## config.mk

```make
export PLATFORM = sky130hd
export DESIGN_NAME = gated_timer
export DESIGN_NICKNAME = d
export VERILOG_FILES = /design/src/rtl/gt_pkg.sv /design/src/rtl/gt_qualify.sv /design/src/rtl/gt_chain.sv /design/src/rtl/gt_flag.sv /design/src/rtl/gated_timer.sv
export SDC_FILE = /design/constraint.sdc
export NUM_CORES = 1
export LEC_CHECK = 0
export BUFFER_PORTS_ARGS = -buffer_cell sky130_fd_sc_hd__buf_2
export CAP_MARGIN = 20
export CORE_ASPECT_RATIO = 1.25
export CORE_UTILIZATION = 40
export DETAILED_ROUTE_END_ITERATION = 10
export GPL_TIMING_DRIVEN = 0
export PLACE_DENSITY = 0.66
export SLEW_MARGIN = 20
export SYNTH_ARGS = -nofsm -noshare
export SYNTH_HDL_FRONTEND = slang
export SYNTH_SLANG_ARGS = --single-unit
```

## constraint.sdc

```tcl
create_clock -name clk -period 2.4 [get_ports clk]
set_clock_uncertainty 0.05 [all_clocks]
set_input_delay 0.48 -clock clk [delete_from_list [all_inputs] [get_ports clk]]
set_output_delay 0.48 -clock clk [all_outputs]
set_load 0.02 [all_outputs]
```

## src/rtl/gt_pkg.sv

```systemverilog
package gt_pkg;
  localparam int BYTE_W   = 8;
  localparam int NARROW_L = 5;

  typedef enum logic {
    MODE_NARROW = 1'b0,
    MODE_WIDE   = 1'b1
  } gt_mode_e;
endpackage

```

## src/rtl/gt_qualify.sv

```systemverilog
module gt_qualify (
  input  logic tick_en,
  input  logic run,
  input  logic gate_en,
  input  logic gate_pin,
  output logic count_en
);
  always_comb count_en = tick_en & run & (~gate_en | gate_pin);
endmodule

```

## src/rtl/gt_chain.sv

```systemverilog
module gt_chain #(
  parameter int BYTE_W   = gt_pkg::BYTE_W,
  parameter int NARROW_L = gt_pkg::NARROW_L
) (
  input  logic              clk,
  input  logic              rst,
  input  logic              count_en,
  input  logic              wide_mode,
  input  logic              hi_we,
  input  logic              lo_we,
  input  logic [BYTE_W-1:0] wr_data,
  output logic [BYTE_W-1:0] cnt_hi,
  output logic [BYTE_W-1:0] cnt_lo,
  output logic              wrap
);
  localparam int WIDE_W = 2 * BYTE_W;
  localparam int NARR_W = BYTE_W + NARROW_L;

  logic              any_wr;
  logic              step;
  logic [WIDE_W-1:0] next_wide;
  logic [NARR_W-1:0] next_narr;
  logic              full_wide;
  logic              full_narr;

  always_comb begin
    any_wr    = hi_we | lo_we;
    step      = count_en & ~any_wr;
    next_wide = {cnt_hi, cnt_lo} + WIDE_W'(1);
    next_narr = {cnt_hi, cnt_lo[NARROW_L-1:0]} + NARR_W'(1);
    full_wide = &{cnt_hi, cnt_lo};
    full_narr = &{cnt_hi, cnt_lo[NARROW_L-1:0]};
    wrap      = step & (wide_mode ? full_wide : full_narr);
  end

  always_ff @(posedge clk) begin
    if (rst) begin
      cnt_hi <= '0;
      cnt_lo <= '0;
    end else begin
      if (hi_we) cnt_hi <= wr_data;
      if (lo_we) cnt_lo <= wr_data;
      if (step) begin
        if (wide_mode == gt_pkg::MODE_WIDE) begin
          {cnt_hi, cnt_lo} <= next_wide;
        end else begin
          cnt_hi                 <= next_narr[NARR_W-1:NARROW_L];
          cnt_lo[NARROW_L-1:0]   <= next_narr[NARROW_L-1:0];
        end
      end
    end
  end


  hold_when_idle_chk: assert property (@(posedge clk) disable iff (rst)
    (!count_en && !hi_we && !lo_we) |=> $stable({cnt_hi, cnt_lo}));


  narrow_upper_chk: assert property (@(posedge clk) disable iff (rst)
    (!wide_mode && !lo_we) |=> $stable(cnt_lo[BYTE_W-1:NARROW_L]));


  hi_write_chk: assert property (@(posedge clk) disable iff (rst)
    hi_we |=> (cnt_hi == $past(wr_data)));


  lo_write_chk: assert property (@(posedge clk) disable iff (rst)
    lo_we |=> (cnt_lo == $past(wr_data)));
endmodule

```

## src/rtl/gt_flag.sv

```systemverilog
module gt_flag (
  input  logic clk,
  input  logic rst,
  input  logic wrap,
  input  logic ack,
  input  logic flag_we,
  input  logic flag_wdata,
  output logic ovf_flag
);
  always_ff @(posedge clk) begin
    if (rst)          ovf_flag <= 1'b0;
    else if (wrap)    ovf_flag <= 1'b1;
    else if (flag_we) ovf_flag <= flag_wdata;
    else if (ack)     ovf_flag <= 1'b0;
  end


  wrap_sets_chk: assert property (@(posedge clk) disable iff (rst)
    wrap |=> ovf_flag);


  ack_clears_chk: assert property (@(posedge clk) disable iff (rst)
    (ack && !wrap && !flag_we) |=> !ovf_flag);


  flag_write_chk: assert property (@(posedge clk) disable iff (rst)
    (flag_we && !wrap) |=> (ovf_flag == $past(flag_wdata)));
endmodule

```

## src/rtl/gated_timer.sv

```systemverilog
module gated_timer #(
  parameter int BYTE_W   = gt_pkg::BYTE_W,
  parameter int NARROW_L = gt_pkg::NARROW_L
) (
  input  logic              clk,
  input  logic              rst,
  input  logic              tick_en,
  input  logic              run,
  input  logic              gate_en,
  input  logic              gate_pin,
  input  logic              wide_mode,
  input  logic              ack,
  input  logic              hi_we,
  input  logic              lo_we,
  input  logic [BYTE_W-1:0] wr_data,
  input  logic              flag_we,
  input  logic              flag_wdata,
  output logic [BYTE_W-1:0] cnt_hi,
  output logic [BYTE_W-1:0] cnt_lo,
  output logic              ovf_flag
);
  logic count_en;
  logic wrap;

  gt_qualify u_qual (
    .tick_en (tick_en),
    .run     (run),
    .gate_en (gate_en),
    .gate_pin(gate_pin),
    .count_en(count_en)
  );

  gt_chain #(.BYTE_W(BYTE_W), .NARROW_L(NARROW_L)) u_chain (
    .clk      (clk),
    .rst      (rst),
    .count_en (count_en),
    .wide_mode(wide_mode),
    .hi_we    (hi_we),
    .lo_we    (lo_we),
    .wr_data  (wr_data),
    .cnt_hi   (cnt_hi),
    .cnt_lo   (cnt_lo),
    .wrap     (wrap)
  );

  gt_flag u_flag (
    .clk       (clk),
    .rst       (rst),
    .wrap      (wrap),
    .ack       (ack),
    .flag_we   (flag_we),
    .flag_wdata(flag_wdata),
    .ovf_flag  (ovf_flag)
  );


  run_edge_chk: assert property (@(posedge clk) disable iff (rst)
    ($changed(run) && !$past(tick_en) && !hi_we && !lo_we && !tick_en)
      |=> $stable({cnt_hi, cnt_lo}));


  wide_step_chk: assert property (@(posedge clk) disable iff (rst)
    (count_en && wide_mode && !hi_we && !lo_we)
      |=> ({cnt_hi, cnt_lo} == $past({cnt_hi, cnt_lo}) + 16'(1)));
endmodule

```

==> run metrics, run 1 <==
status=complete, no violations; Core ar.=0.00265 mm²; clock tree sinks=17; CTS Buffer Depth=2; WL per Instance=16.0 µm; initial core utilization=0.421; EDFF count, synth=0; via count=1256; fin. max-slew vios=0; highest net fanout along the worst path=7; Syn Inst Count=134; number of global-route vias before repair=1117; I/O Pins=37; num rows=21; # setup viols final=0; Critical Path, Cell by Cell=nand4_1 > o32ai_1 > a311o_1 > a31oi_1; Post-CTS Setup Bufs=0; r2r startpoint=u_chain.cnt_lo[5]; CTS tree=built; Power, Total=0.604 mW; Hold Path Class=input pin to flop; FF+latch area=340 µm²; RD Place Congestion=0.832; asr flop ratio synth=0; setup TNS=0 ps; Setup crit end=u_chain.cnt_hi[1]; R2R depth=4; Final Hold Viols=0; Yosys reg bits=17; largest net degree at the start of global routing=11; layout cells sized above 1=0.283; r2r endpoint=u_chain.cnt_hi[1]; # port buffers=35; Crit. Startpoint=u_chain.cnt_lo[5]; Worst Setup End Kind=flop; Syn Area/Cell=8.34 µm²; CTS Buf Count=3; CTS Hold Bufs=0; die outline width=49.3 µm; CP Data Arrival Time=2230 ps; Fill cells=263; Post-Route WL=3.30 mm; max cap viols=0; First DRT Iteration DRCs=41; drc violations=0; Synth Cell Area=0.00112 mm²; Critical Path Slowest Stage Cell=o32ai_1; LEAKAGE=0.508 nW; initial antenna violation count=0; Synth Flop Type=dfxtp_1; Clock Pin Slew Worst Setup and Hold Paths=110 ps; Worst EP required=2520 ps; library cells used by synthesis=49; first-pass GRT wire length=5.13 mm; H-Tree Depth=1; Post-CTS Resized=0; gr ovfl total=0; Pre-antenna DRT Iters=4; power per cell area=444 mW/mm²; hold_sp=rst; via/cell ratio=6.07; Worst slew margin=0.371; crit path time final=2100 ps; unrepaired setup endpoints after global routing=no; Period Utilization, post-route=0.876; CP Class=flop to flop; R2R Setup Slk=300 ps; Clock Latency Late Sink=290 ps; Tot GR Track Use=0.224; antenna-violating nets left=0; Clock Root Buffer=clkbuf_4; Synth-to-Final Area Change=21.8%; largest vdd supply drop=0.277 mV; full die area=0.00301 mm²; Final HPWL DP=2.46 mm; area of the multi-input gates=711 µm²; YS warnings=0; Synth Net Count=155; Fmax=476 MHz; worst-margin pin slew=941 ps; Die Span Y=61.1 µm; post-synthesis sequential area ratio=0.305; Layout Nets=195; Critical Path Max Stage Delay=870 ps; startpoint class of the critical path=flop; ANT cells=0
[worst min-delay path by stage]
stage	endpoint	cells after the start
4_1_cts	u_chain.cnt_hi[7]	2
3_5_place_dp	u_chain.cnt_lo[1]	2
5_1_grt	u_chain.cnt_hi[7]	2
6_report	u_chain.cnt_hi[7]	2
2_1_floorplan	u_chain.cnt_lo[1]	2
3_3_place_gp	u_chain.cnt_lo[1]	2
[routing by layer]
layer,GRT usage,part of all wire,vias up,wire length (µm)
li1,-,-,615,-
met4,0.0966,0.012,0,40
met1,0.259,0.42,593,1400
met2,0.411,0.51,43,1680
met3,0.0370,0.056,5,184
met5,0,0,-,0
[report_power, final]
group / switching (mW) / internal (mW)
Sequential: 0.0210 / 0.298
Combinational: 0.0732 / 0.0508
Clock: 0.0958 / 0.0647
Total: 0.190 / 0.414
[stage by stage]
stage | hold WS [ps] | utilization | setup slack (ps) | cells | area, µm²
floorplan | 520 | - | 510 | 134 | 1120
finish | 337 | 0.513 | 297 | 207 | 1360
global placement | 445 | 0.503 | 238 | 203 | 1340
CTS | 330 | 0.513 | 352 | 207 | 1360
detailed placement | 455 | 0.503 | 188 | 203 | 1340
global route | 334 | 0.513 | 137 | 207 | 1360
[cells in the final DEF (no fill, tap or decap), drive strengths merged, types with 2 or more instances in the layout]
cell type    instances
a21oi                8
a22oi                5
a31oi               10
a32oi                2
and3                 3
buf                 37
clkbuf               6
dfxtp               17
dlygate4sd1          2
inv                  5
nand2               15
nand3                6
nand3b               2
nand4                6
nor2                 3
nor2b                2
nor3                 2
nor3b                3
o211ai               5
o21ai                3
o31a                 2
o32a                 2
o32ai                2
or3                  3
or4                  3
[final cells by class]
type,instances,share of cell area
Buffer,6,0.0349
Clock buffer,4,0.0193
Inverter,5,0.0138
Multi-Input combinational cell,106,0.522
Sequential cell,17,0.250
Tap cell,34,0.0312
Timing Repair Buffer,35,0.129
[state kept, by name, summed over array words and instances, names as in the netlist]
| signal | flops |
|---|---|
| u_chain.cnt_lo | 8 |
| u_flag.ovf_flag | 1 |
| u_chain.cnt_hi | 8 |
[synth_stat cells (2+ instances only)]
master,count,share of area
nor3b_1,3,0.020
a31oi_1,10,0.056
inv_1,5,0.017
or3_1,2,0.011
nor3_1,2,0.0090
and3_1,2,0.011
nor2b_1,2,0.011
a32oi_1,2,0.016
o32ai_1,2,0.016
nand4_1,6,0.034
or4_1,3,0.020
o211ai_1,5,0.034
dfxtp_1,17,0.30
nor2_1,2,0.0067
buf_6,2,0.020
a21oi_1,8,0.036
dlygate4sd1_1,2,0.016
nand3_1,5,0.022
nand2_1,15,0.050
clkbuf_1,2,0.0067
a22oi_1,5,0.034
o21ai_0,3,0.013
nand3b_1,2,0.013
o31a_1,2,0.016
[kinds of logic after synthesis]
logic type	Yosys count	share of synthesized area
adders and majority gates	1	0.0112
DFF	17	0.305
buffers and inverters	11	0.0594
and+or+nand+nor	57	0.306
AOI/OAI and AO/OA	47	0.310
muxes	1	0.00896
[critical path, delay by kind of cell (launching register included)]
kind	cells	cell delay, ps
AO/OA/AOI/OAI	3	1230
flip-flops	1	460
AND/OR/NAND/NOR	1	240
No activity file was read; power rests on OpenSTA's default activity.
==> run 2: changes to the inputs <==
- CELL_PAD_IN_SITES_DETAIL_PLACEMENT: default -> 1
- CELL_PAD_IN_SITES_GLOBAL_PLACEMENT: default -> 2
- CORE_UTILIZATION: 40 -> 28
- PLACE_DENSITY: 0.66 -> default
- PLACE_DENSITY_LB_ADDON: default -> 0.1
==> run metrics, run 2 (synthesis results as in run 1) <==
CP Class=flop to flop; commonest non-fill, non-tap cell in the layout=buf_2; die outline width=58.5 µm; Crit. Startpoint=u_chain.cnt_lo[1]; initial antenna violation count=0; Post-CTS Setup Bufs=0; via count=1280; Worst EP required=2540 ps; clock tree sinks=17; Core ar.=0.00382 mm²; R2R depth=5; LEAKAGE=0.516 nW; layout cells sized above 1=0.283; Hold Path Class=input pin to flop; num rows=25; r2r endpoint=u_chain.cnt_hi[2]; Synth-to-Final Area Change=25.8%; startpoint class of the critical path=flop; status=complete, no violations; Final HPWL DP=2.95 mm; Die Span Y=72.6 µm; Period Utilization, post-route=0.830; CTS Buffer Depth=2; crit path time final=1990 ps; Setup crit end=u_chain.cnt_hi[2]; switching share of power=0.310; Tot GR Track Use=0.197; R2R Setup Slk=410 ps; Layout Cell Area excl Fill=0.00141 mm²; CTS tree=built; CTS Buf Count=3; Clock Latency Late Sink=260 ps; full die area=0.00425 mm²; top flop regs=u_chain.cnt_hi x8, u_chain.cnt_lo x8, u_flag.ovf_flag x1; ANT cells=0; worst hold stages=2; Post-CTS Resized=0; unrepaired setup endpoints after global routing=no; via/cell ratio=5.64; largest net degree at the start of global routing=11; Fmax=502 MHz; P_int=0.467 mW; WL per Instance=17.3 µm; antenna-violating nets left=0; gr ovfl total=0; Layout Nets=195; CTS Hold Bufs=0; Final Hold Viols=0; Worst slew margin=0.454; CP Data Arrival Time=2130 ps; max cap viols=0; largest vdd supply drop=0.144 mV; Fill cells=481; First DRT Iteration DRCs=25; first-pass GRT wire length=6.41 mm; H-Tree Depth=1; fin. max-slew vios=0; Post-Route WL=3.92 mm; number of global-route vias before repair=1322; Clock power frac=0.340; highest net fanout along the worst path=5; I/O Pins=37; placed inst area=0.00136 mm²; RD Place Congestion=0.739; initial core utilization=0.293; Clock Pin Slew Worst Setup and Hold Paths=80 ps; combinational share of power=0.187; worst-margin pin slew=816 ps; post-route setup slack=408 ps; setup TNS=0 ps; r2r startpoint=u_chain.cnt_lo[1]; drc violations=0; power per cell area=482 mW/mm²; # setup viols final=0; most frequent cells in the layout=buf_2, dfxtp_1, nand2_1, a31oi_1, a21oi_1; Clock Root Buffer=clkbuf_8; Pre-antenna DRT Iters=4; sw power=0.210 mW; part of the power in registers=0.472; # port buffers=35; Worst Setup End Kind=flop; pre-CTS WS=228 ps
## run 2: cell types whose count changed in the layout (fill, tap and decap cells not counted)
cell / before / now
clkbuf_8: 0 / 3
clkbuf_4: 3 / 0
## run 2: worst max-delay path, cell delays in order, from the launching register on
cell	delay, ps
dfxtp_1	410
ha_1	280
nand4_1	230
o32a_4	290
or4_1	480
a31oi_1	170
## run 2: per-layer routing
layer  share of wire  wire (µm)  vias to the layer above  track usage
li1                -          -                      615            -
met3           0.028        109                        2       0.0213
met4          0.0061         24                        0       0.0608
met1            0.47       1830                      641        0.241
met2            0.50       1960                       22        0.359
met5               0          0                        -            0
## run 2: power groups by stage
stage	Combinational [mW]	Sequential [mW]	Clock (mW)
CTS	0.128	0.320	0.237
finish	0.127	0.320	0.230
global route	0.138	0.323	0.247
detailed placement	0.127	0.326	0
global placement	0.126	0.325	0
floorplan	0.0543	0.342	0
## run 2: final cells by class
| class | instances | area (µm²) | area share |
|---|---|---|---|
| clock buffer | 4 | 45.0 | 0.0321 |
| tap | 54 | 67.6 | 0.0481 |
| buffer | 6 | 47.5 | 0.0338 |
| timing repair buffer | 35 | 175 | 0.125 |
| multi-input combinational | 106 | 711 | 0.506 |
| sequential | 17 | 340 | 0.242 |
| inverter | 5 | 18.8 | 0.0134 |
## run 2: worst min-delay path by stage
stage,from,slack [ps],to
4_1_cts,rst,380,u_chain.cnt_lo[2]
2_1_floorplan,u_chain.cnt_lo[1],520,u_chain.cnt_lo[1]
6_report,rst,380,u_chain.cnt_lo[2]
5_1_grt,rst,390,u_chain.cnt_hi[0]
3_5_place_dp,u_chain.cnt_lo[1],470,u_chain.cnt_lo[1]
3_3_place_gp,u_chain.cnt_lo[1],460,u_chain.cnt_lo[1]
## run 2: per-stage QoR
| step | cells | hold WS (ps) | power (mW) | util |
|---|---|---|---|---|
| 2_1_floorplan | 134 | 520 | 0.396 | - |
| 3_3_place_gp | 223 | 461 | 0.451 | 0.356 |
| 3_5_place_dp | 223 | 468 | 0.453 | 0.356 |
| 4_1_cts | 227 | 380 | 0.685 | 0.368 |
| 5_1_grt | 227 | 389 | 0.708 | 0.368 |
| 6_report | 227 | 380 | 0.677 | 0.368 |
